===== src/rtl/rcu_pkg.sv =====
package rcu_pkg;
  // queue indices consumed by one record: zero micro-ops still take one index
  function automatic int unsigned slot_span(int unsigned n);
    return (n == 0) ? 1 : n;
  endfunction
endpackage


===== src/rtl/rcu_rec_array.sv =====
module rcu_rec_array #(
  parameter int QLEN  = 16,
  parameter int IDX_W = 4,
  parameter int UOP_W = 4
) (
  input  logic                             clk_i,
  input  logic                             rst_ni,
  input  logic                             wr_en_i,
  input  logic [IDX_W-1:0]                 wr_idx_i,
  input  logic [UOP_W-1:0]                 wr_uops_i,
  input  logic                             mark_en_i,
  input  logic [IDX_W-1:0]                 mark_idx_i,
  input  logic [QLEN-1:0]                  clr_i,
  output logic [QLEN-1:0]                  valid_o,
  output logic [QLEN-1:0]                  done_o,
  output logic [QLEN-1:0][UOP_W-1:0]       uops_o,
  output logic                             mark_err_o
);
  logic [QLEN-1:0]            valid_q, done_q;
  logic [QLEN-1:0][UOP_W-1:0] uops_q;

  for (genvar i = 0; i < QLEN; i++) begin : g_slot
    logic hit_wr, hit_mark;
    assign hit_wr   = wr_en_i && (wr_idx_i == IDX_W'(i));
    assign hit_mark = mark_en_i && (mark_idx_i == IDX_W'(i)) && valid_q[i] && !done_q[i];
    always_ff @(posedge clk_i or negedge rst_ni) begin
      if (!rst_ni) begin
        valid_q[i] <= 1'b0;
        done_q[i]  <= 1'b0;
        uops_q[i]  <= '0;
      end else if (clr_i[i]) begin
        valid_q[i] <= 1'b0;
        done_q[i]  <= 1'b0;
        uops_q[i]  <= '0;
      end else if (hit_wr) begin
        valid_q[i] <= 1'b1;
        done_q[i]  <= 1'b0;
        uops_q[i]  <= wr_uops_i;
      end else if (hit_mark) begin
        done_q[i]  <= 1'b1;
      end
    end
  end

  assign mark_err_o = mark_en_i && (!valid_q[mark_idx_i] || done_q[mark_idx_i]);
  assign valid_o    = valid_q;
  assign done_o     = done_q;
  assign uops_o     = uops_q;

  assert_wr_empty_R2: assert property (@(posedge clk_i) disable iff (!rst_ni)
    wr_en_i |-> !valid_q[wr_idx_i]);

  assert_mark_sets_R5: assert property (@(posedge clk_i) disable iff (!rst_ni)
    (mark_en_i && !mark_err_o) |=> done_q[$past(mark_idx_i)]);

  assert_err_keeps_R8: assert property (@(posedge clk_i) disable iff (!rst_ni)
    (mark_en_i && mark_err_o && !valid_q[mark_idx_i] && !(wr_en_i && wr_idx_i == mark_idx_i))
      |=> !done_q[$past(mark_idx_i)]);
endmodule


===== src/rtl/rcu_retire_sel.sv =====
module rcu_retire_sel #(
  parameter int QLEN  = 16,
  parameter int IDX_W = 4,
  parameter int UOP_W = 4,
  parameter int CW    = 6,
  parameter int LANES = 2
) (
  input  logic [IDX_W-1:0]            head_i,
  input  logic [QLEN-1:0]             valid_i,
  input  logic [QLEN-1:0]             done_i,
  input  logic [QLEN-1:0][UOP_W-1:0]  uops_i,
  output logic [LANES-1:0]            fire_o,
  output logic [LANES-1:0][IDX_W-1:0] idx_o,
  output logic [QLEN-1:0]             clr_o,
  output logic [IDX_W-1:0]            next_head_o,
  output logic [CW-1:0]               freed_uops_o,
  output logic [CW-1:0]               freed_slots_o
);
  always_comb begin
    logic [IDX_W-1:0] p;
    logic [CW-1:0]    acc, sp, nx, fu;
    logic             go;
    p      = head_i;
    acc    = '0;
    fu     = '0;
    sp     = '0;
    nx     = '0;
    go     = 1'b1;
    fire_o = '0;
    idx_o  = '0;
    clr_o  = '0;
    for (int k = 0; k < LANES; k++) begin
      // stop at the first non-retirable record, never lap the queue
      if (go && (acc < CW'(QLEN)) && valid_i[p] && done_i[p]) begin
        sp        = CW'(rcu_pkg::slot_span(int'(uops_i[p])));
        fire_o[k] = 1'b1;
        idx_o[k]  = p;
        clr_o[p]  = 1'b1;
        fu        = fu + CW'(uops_i[p]);
        acc       = acc + sp;
        nx        = CW'(p) + sp;
        if (nx >= CW'(QLEN)) nx = nx - CW'(QLEN);
        p         = nx[IDX_W-1:0];
      end else begin
        go = 1'b0;
      end
    end
    next_head_o   = p;
    freed_uops_o  = fu;
    freed_slots_o = acc;
  end
endmodule


===== src/rtl/rcu_disp_ctl.sv =====
module rcu_disp_ctl #(
  parameter int CAP   = 8,
  parameter int QLEN  = 16,
  parameter int IDX_W = 4,
  parameter int UOP_W = 4,
  parameter int CW    = 6
) (
  input  logic             clk_i,
  input  logic             rst_ni,
  input  logic             req_i,
  input  logic [UOP_W-1:0] uops_i,
  input  logic [CW-1:0]    freed_uops_i,
  input  logic [CW-1:0]    freed_slots_i,
  output logic             ready_o,
  output logic             fire_o,
  output logic [IDX_W-1:0] tail_o,
  output logic [UOP_W-1:0] avail_o,
  output logic [CW-1:0]    used_o
);
  logic [IDX_W-1:0] tail_q;
  logic [UOP_W-1:0] avail_q;
  logic [CW-1:0]    used_q, span, t_nx, a_nx, u_nx;

  assign span    = CW'(rcu_pkg::slot_span(int'(uops_i)));
  assign ready_o = (CW'(uops_i) <= CW'(avail_q)) && ((used_q + span) <= CW'(QLEN));
  assign fire_o  = req_i && ready_o;

  always_comb begin
    t_nx = CW'(tail_q) + span;
    if (t_nx >= CW'(QLEN)) t_nx = t_nx - CW'(QLEN);
    a_nx = CW'(avail_q) + freed_uops_i - (fire_o ? CW'(uops_i) : CW'(0));
    u_nx = used_q - freed_slots_i + (fire_o ? span : CW'(0));
  end

  always_ff @(posedge clk_i or negedge rst_ni) begin
    if (!rst_ni) begin
      tail_q  <= '0;
      avail_q <= UOP_W'(CAP);
      used_q  <= '0;
    end else begin
      if (fire_o) tail_q <= t_nx[IDX_W-1:0];
      avail_q <= a_nx[UOP_W-1:0];
      used_q  <= u_nx;
    end
  end

  assign tail_o  = tail_q;
  assign avail_o = avail_q;
  assign used_o  = used_q;

  assert_avail_bound_R7: assert property (@(posedge clk_i) disable iff (!rst_ni)
    CW'(avail_q) <= CW'(CAP));

  assert_used_bound_R10: assert property (@(posedge clk_i) disable iff (!rst_ni)
    used_q <= CW'(QLEN));

  assert_refuse_keeps_R4: assert property (@(posedge clk_i) disable iff (!rst_ni)
    (req_i && !ready_o) |=> $stable(tail_q));
endmodule


===== src/rtl/rcu_retire_unit.sv =====
module rcu_retire_unit #(
  parameter int CAP     = 8,
  parameter int MAX_RET = 2,
  localparam int QLEN   = 2 * CAP,
  localparam int IDX_W  = $clog2(QLEN),
  localparam int UOP_W  = $clog2(CAP + 1),
  localparam int LANES  = (MAX_RET == 0) ? QLEN : MAX_RET
) (
  input  logic                        clk_i,
  input  logic                        rst_ni,
  input  logic                        disp_valid_i,
  input  logic [UOP_W-1:0]            disp_uops_i,
  output logic                        disp_ready_o,
  output logic [IDX_W-1:0]            disp_token_o,
  input  logic                        exec_valid_i,
  input  logic [IDX_W-1:0]            exec_token_i,
  output logic                        exec_err_o,
  output logic [LANES-1:0]            ret_valid_o,
  output logic [LANES-1:0][IDX_W-1:0] ret_token_o,
  output logic [UOP_W-1:0]            free_o
);
  localparam int CW = IDX_W + 2;

  logic                       disp_fire;
  logic [IDX_W-1:0]           tail_w, head_q, head_nx;
  logic [CW-1:0]              used_w, freed_u, freed_s;
  logic [QLEN-1:0]            valid_w, done_w, clr_w;
  logic [QLEN-1:0][UOP_W-1:0] uops_w;

  rcu_disp_ctl #(.CAP(CAP), .QLEN(QLEN), .IDX_W(IDX_W), .UOP_W(UOP_W), .CW(CW)) u_disp (
    .clk_i, .rst_ni,
    .req_i(disp_valid_i), .uops_i(disp_uops_i),
    .freed_uops_i(freed_u), .freed_slots_i(freed_s),
    .ready_o(disp_ready_o), .fire_o(disp_fire), .tail_o(tail_w),
    .avail_o(free_o), .used_o(used_w)
  );

  rcu_rec_array #(.QLEN(QLEN), .IDX_W(IDX_W), .UOP_W(UOP_W)) u_recs (
    .clk_i, .rst_ni,
    .wr_en_i(disp_fire), .wr_idx_i(tail_w), .wr_uops_i(disp_uops_i),
    .mark_en_i(exec_valid_i), .mark_idx_i(exec_token_i),
    .clr_i(clr_w), .valid_o(valid_w), .done_o(done_w), .uops_o(uops_w),
    .mark_err_o(exec_err_o)
  );

  rcu_retire_sel #(.QLEN(QLEN), .IDX_W(IDX_W), .UOP_W(UOP_W), .CW(CW), .LANES(LANES)) u_sel (
    .head_i(head_q), .valid_i(valid_w), .done_i(done_w), .uops_i(uops_w),
    .fire_o(ret_valid_o), .idx_o(ret_token_o), .clr_o(clr_w),
    .next_head_o(head_nx), .freed_uops_o(freed_u), .freed_slots_o(freed_s)
  );

  always_ff @(posedge clk_i or negedge rst_ni) begin
    if (!rst_ni) head_q <= '0;
    else         head_q <= head_nx;
  end

  assign disp_token_o = tail_w;

  assert_empty_aligned_R2: assert property (@(posedge clk_i) disable iff (!rst_ni)
    (used_w == '0) |-> (head_q == tail_w));

  assert_head_retires_R5: assert property (@(posedge clk_i) disable iff (!rst_ni)
    ret_valid_o[0] |-> (ret_token_o[0] == head_q));

  assert_free_grows_R7: assert property (@(posedge clk_i) disable iff (!rst_ni)
    (ret_valid_o[0] && !disp_fire) |=> (free_o >= $past(free_o)));
endmodule


===== config.mk =====
export PLATFORM = sky130hd
export DESIGN_NAME = rcu_retire_unit
export DESIGN_NICKNAME = d
export VERILOG_FILES = /design/src/rtl/rcu_pkg.sv /design/src/rtl/rcu_rec_array.sv /design/src/rtl/rcu_retire_sel.sv /design/src/rtl/rcu_disp_ctl.sv /design/src/rtl/rcu_retire_unit.sv
export SDC_FILE = /design/constraint.sdc
export NUM_CORES = 1
export LEC_CHECK = 0
export ABC_CLOCK_PERIOD_IN_PS = 17600
export CORE_ASPECT_RATIO = 1.25
export CORE_MARGIN = 5
export CORE_UTILIZATION = 50
export DETAILED_ROUTE_END_ITERATION = 8
export DONT_BUFFER_PORTS = 1
export SLEW_MARGIN = 0
export SYNTH_ARGS = -nofsm -noshare
export SYNTH_HDL_FRONTEND = slang
export SYNTH_SLANG_ARGS = --single-unit

===== constraint.sdc =====
create_clock -name clk_i -period 17.6 [get_ports clk_i]
set_clock_uncertainty 0.15 [all_clocks]
set_input_delay 3.52 -clock clk_i [delete_from_list [all_inputs] [get_ports clk_i]]
set_output_delay 3.52 -clock clk_i [all_outputs]
set_load 0.02 [all_outputs]

==> Word level (Yosys, flattened, before mapping) <==
Cells that the tools add are included.
{ "classes": {"add_sub_neg": 13, "multipliers": 0, "div": 0, "magnitude_cmp": 11, "n_eq_ne": 30, "n_shift": 0, "mux": 152, "bitwise": 1, "reduce_logical": 128} }
{ "ops": {"columns": ["operator", "count"], "rows": [
  ["4-bit two-way mux", 47],
  ["1-bit two-way mux", 90],
  ["1-bit logical AND", 73],
  ["4-bit == test, second input constant", 16],
  ["3-bit nonzero test", 16],
  ["4-bit binary-select mux with 4-bit select", 2],
  ["4-bit by 3-bit == test with 1-bit output, second input constant", 8],
  ["16-bit two-way mux", 2],
  ["2-bit nonzero test", 16],
  ["1-bit binary-select mux with 4-bit select", 6],
  ["4-bit zero test", 5],
  ["6-bit adder", 3],
  ["6-bit by 5-bit greater-or-equal comparator with 1-bit output, second input constant", 3],
  ["6-bit two-way mux", 3],
  ["1-bit zero test", 17],
  ["4-bit by 2-bit == test with 1-bit output, second input constant", 4],
  ["16-bit bitwise OR", 1],
  ["4-bit by 4-bit adder with 5-bit output", 3],
  ["4-bit by 5-bit < comparator with 1-bit output, second input constant", 3],
  ["4-bit by 1-bit subtractor with 4-bit output, second input constant", 3],
  ["4-bit adder", 2],
  ["1-bit demux with 4-bit select", 2],
  ["4-bit by 1-bit == test with 1-bit output, second input constant", 2],
  ["4-bit by 1-bit greater-or-equal comparator with 1-bit output, second input constant", 2],
  ["other kinds (6)", 6]
]} }
{ "word_totals": {"ff_bits": 114, "latch_bits": 0, "ramBits": 0, "mem_bits_ro": 0, "inputBits": 12, "out_inout_bits": 20, "memories": 0} }

==> Logic depth before layout (Yosys ltp) <==
{ "depth": {"depth_word": 16, "mapped_depth": 34, "mapped_depth_nobuf": 31} }

==> Hierarchy <==
Synthesis repeated with hierarchy kept, for this count alone.
{ "unflattened": {"cells_unflattened": 924, "area_unflattened_um2": 8702.1} }
{ "by_module_without_submodules": {"columns": ["module", "instances", "cells_each", "area_each_um2"], "rows": [
  ["rcu_rec_array", 1, 384, 4098.9],
  ["rcu_retire_sel", 1, 389, 3045.4],
  ["rcu_disp_ctl", 1, 147, 1457.6],
  ["rcu_retire_unit", 1, 4, 100.1]
]} }

==> Worst setup path before layout <==
OpenSTA, ideal clock, no wires.
{ "synth_timing": {"path_type": "in2out", "start": "input disp_uops_i[2]", "end": "output disp_ready_o", "arrival_time_ns": 5.915, "t_required_ns": 13.930, "path_slack_ns": 8.015, "stages": 10, "path_cell_list": "clkbuf_1 o31ai_1 ha_1 inv_1 fa_1 xnor2_1 or4b_1 a21oi_1 o211ai_1 a21oi_2"} }
{ "synth_via": {"elab_chain_cells": 5, "word_cells_on_any_way": 6, "classes_between": "add/sub (1); order compare (2); mux (1); reduce/logical (2)"} }
{ "synth_lines": {"columns": ["element", "line_no", "source"], "rows": [
  ["start, declared", "rcu_retire_unit.sv:12", "input logic [UOP_W-1:0] disp_uops_i,"],
  ["4-bit zero test", "rcu_pkg.sv:4", "return (n == 0) ? 1 : n;"],
  ["4-bit two-way mux", "rcu_pkg.sv:4", null],
  ["6-bit adder", "rcu_disp_ctl.sv:25", "assign ready_o = (CW'(uops_i) <= CW'(avail_q)) && ((used_q + span) <= CW'(QLEN));"],
  ["6-bit by 5-bit <= comparator with 1-bit output", "rcu_disp_ctl.sv:25", null],
  ["1-bit logical AND (*)", "rcu_disp_ctl.sv:25", null],
  ["end, declared", "rcu_retire_unit.sv:13", "output logic disp_ready_o,"]
]} }
Mark *: on every way between the ends. The rest lies on a longest branch, timed or not.

==> results.toml <==
[outcome]
status = "completed"

[cts]
tritoncts = "yes"
cts_made_buffers = 17
cts-hold-fix-buffers = 0
htree_num_levels = 4
clkTransAtPathRegs_ns = 0.06
clock_path_buffers = 2
clock-root-buffer = "clkbuf_16"
cts_resized = 0
clock_latency_ns = 0.43
cts_sinks = 114
postCtsSetupRepairBufs = 0

[run]
drv_cap = 0

[grt]
grt_max_degree = 115
antenna_found_initial = 1
grt_pass1_wl_um = 44640
overflow = 0
track_usage = 0.2966
grt_pass1_vias = 7410

[timing]
hold_violations = 0
hold_slack_ns = 0.4095
worst_pin_slew_ns = 1.083
fmax_mhz = 99.97
relSlewSlack = 0.2731
tns_ns = 0
min_period_ns = 10.00
rsz0062_at_grt = "false"
min_period_over_period = 0.5684
setup_viol = 0
slew_violations = 0

[detailed_routing]
routedWlPerCell_um = 24.81
route.final.wire_length_um = 28550
vias = 7498
drt_first_pass_iters = 6
drcViolationCount = 0
via_per_inst = 6.514
drt_iter0_drc = 1110
antenna_left = 0

[die]
io_pins = 32
dieArea_sq_um = 20000
initial_core_util = 0.5102
fp.dieH_um = 156.9
row_count = 53
dieWidth_um = 127.5
core-area_sq_um = 16910

[setup_path]
r2r-end = "u_disp.used_o[5]$_DFF_PN0_"
end_kind = "primary output"
r2r_slack_ns = 9.07
crit_arrival_ns = 6.33
endpoint = "ret_token_o[4]"
crit_path_start = "head_q[1]$_DFF_PN0_"
crit_type = "flip-flop to primary output"
critical_path_required_ns = 13.93
ff2ff_path_depth = 30
rr_startpoint = "head_q[1]$_DFF_PN0_"
crit_fanout = 34
start_kind = "flip-flop"

[logic_synthesis]
synth_edf_count = 0
yosys.cell_types.count = 77
syn-cell-area_sq_um = 8627
ys_ff_latch = 114
async_flop_share = 1.000
yosys_warnings = 0
synthCells = 930
synth.avg_cell_area_sq_um = 9.276
synth_seq_area_share = 0.3308
ys.flop_type = "dfrtp_1"
syn-num-nets = 989

[layout]
area_growth_pct = 9.442
fin_area_sq_um = 9442
final_cell_mix = "nor2_1, dfrtp_1, nand2_1"
nets = 977
fill_cells = 1532
diodes = 0
drive_above_1_share = 0.1343
final_common_cell = "nor2_1"

[placed_design]
placed_area_sq_um = 8825
place.gp.congestion = 0.9788
dp_hpwl_um = 20460
io_buffers = 0

[worst_hold_path]
hold_path_class = "flip-flop to flip-flop"
-- synthesized netlist by cell type, types with 3 or more instances --
cell type,instances,share of area
a2111oi_0,3,0.0030
a211oi_1,10,0.0087
a21o_1,7,0.0061
a21oi_1,19,0.011
a311oi_1,4,0.0041
a31oi_1,24,0.017
a32oi_1,3,0.0030
and2_1,16,0.012
and3_1,9,0.0065
buf_1,7,0.0030
buf_2,14,0.0081
buf_6,6,0.0078
clkbuf_1,27,0.012
dfrtp_1,113,0.33
fa_1,13,0.030
ha_1,34,0.049
inv_1,49,0.021
inv_2,3,0.0013
mux2_2,7,0.0091
mux2i_1,89,0.10
mux4_2,22,0.057
nand2_1,91,0.040
nand2b_1,4,0.0029
nand3_1,54,0.031
nand4_1,3,0.0022
nor2_1,130,0.057
nor2b_1,8,0.0058
nor3_1,20,0.012
nor3_2,3,0.0035
nor3b_1,8,0.0070
nor4_2,12,0.017
o211ai_1,9,0.0078
o21ai_0,17,0.0099
o21ai_1,6,0.0035
o22ai_1,3,0.0022
o31ai_1,5,0.0044
o31ai_2,4,0.0058
xnor2_1,22,0.022
xor2_1,4,0.0041
-- metrics by stage --
step           setup slack (ns)  instances  utilization
2_1_floorplan             8.015        930            -
3_3_place_gp              7.942       1119       0.5219
3_5_place_dp              7.879       1119       0.5219
4_1_cts                   7.816       1151       0.5583
5_1_grt                   7.424       1151       0.5583
6_report                  7.597       1151       0.5583
-- layer usage --
metal,up-vias,wire (um),global-route usage
met5,-,0,0
met4,0,1597,0.1497
met3,107,2366,0.07033
met2,418,13800,0.4878
met1,3683,10780,0.3640
li1,3290,-,-
-- state kept, by name, summed over array words and instances, names as in the netlist --
name / count
u_disp.tail_o: 4
u_disp.avail_o: 4
head_q: 4
u_disp.used_o: 6
u_recs.done_o: 16
u_recs.valid_o: 16
u_recs.uops_o: 64
-- worst min-delay path by stage --
stage | from | to | depth (start not counted)
final | u_recs.uops_o[48]$_DFFE_PN0N_ | u_recs.uops_o[48]$_DFFE_PN0N_ | 2
after global routing | u_recs.uops_o[61]$_DFFE_PN0N_ | u_recs.uops_o[61]$_DFFE_PN0N_ | 2
after CTS | u_recs.valid_o[12]$_DFFE_PN0N_ | u_recs.valid_o[12]$_DFFE_PN0N_ | 2
after detailed placement | u_recs.valid_o[15]$_DFFE_PN0N_ | u_recs.valid_o[15]$_DFFE_PN0N_ | 2
after global placement | u_recs.valid_o[3]$_DFFE_PN0N_ | u_recs.valid_o[3]$_DFFE_PN0N_ | 2
after floorplan | u_recs.uops_o[7]$_DFFE_PN0N_ | u_recs.uops_o[7]$_DFFE_PN0N_ | 2
-- worst max-delay path, stage by stage, from the launching register on --
cell	delay, ns
dfrtp_1	0.99
inv_1	0.53
mux2i_1	0.26
mux2_2	0.32
a21oi_1	0.17
inv_1	0.06
ha_1	0.40
clkinv_1	0.24
a21oi_2	0.05
buf_4	0.20
nor2_4	0.60
inv_2	0.51
a2111oi_0	0.58
a31oi_1	0.15
o21ai_4	0.09
buf_4	0.39
and2_1	0.34
-- cells by family after synthesis --
kind of cell               after synthesis  synth area share
buffers and inverters                  109           0.05511
adders and majority gates               47           0.07948
AOI/OAI and AO/OA                      138            0.1162
and+or+nand+nor                        375            0.2148
muxes                                  121            0.1772
DFF                                    114            0.3308
xor gates and xnor gates                26           0.02639
-- final cells by class --
| class | instances | area (sq um) | area share |
|---|---|---|---|
| Timing Repair Buffer | 23 | 172.7 | 0.01829 |
| Clock buffer | 23 | 488.0 | 0.05168 |
| Clock inverter | 9 | 128.9 | 0.01365 |
| Multi-Input combinational cell | 707 | 5313 | 0.5627 |
| Inverter | 55 | 210.2 | 0.02226 |
| Sequential cell | 114 | 2854 | 0.3023 |
| Tap cell | 220 | 275.3 | 0.02915 |
Power is left out: the tool's default activity adds up to more than one toggle a clock period on the data nets, which glitch-free logic cannot reach.
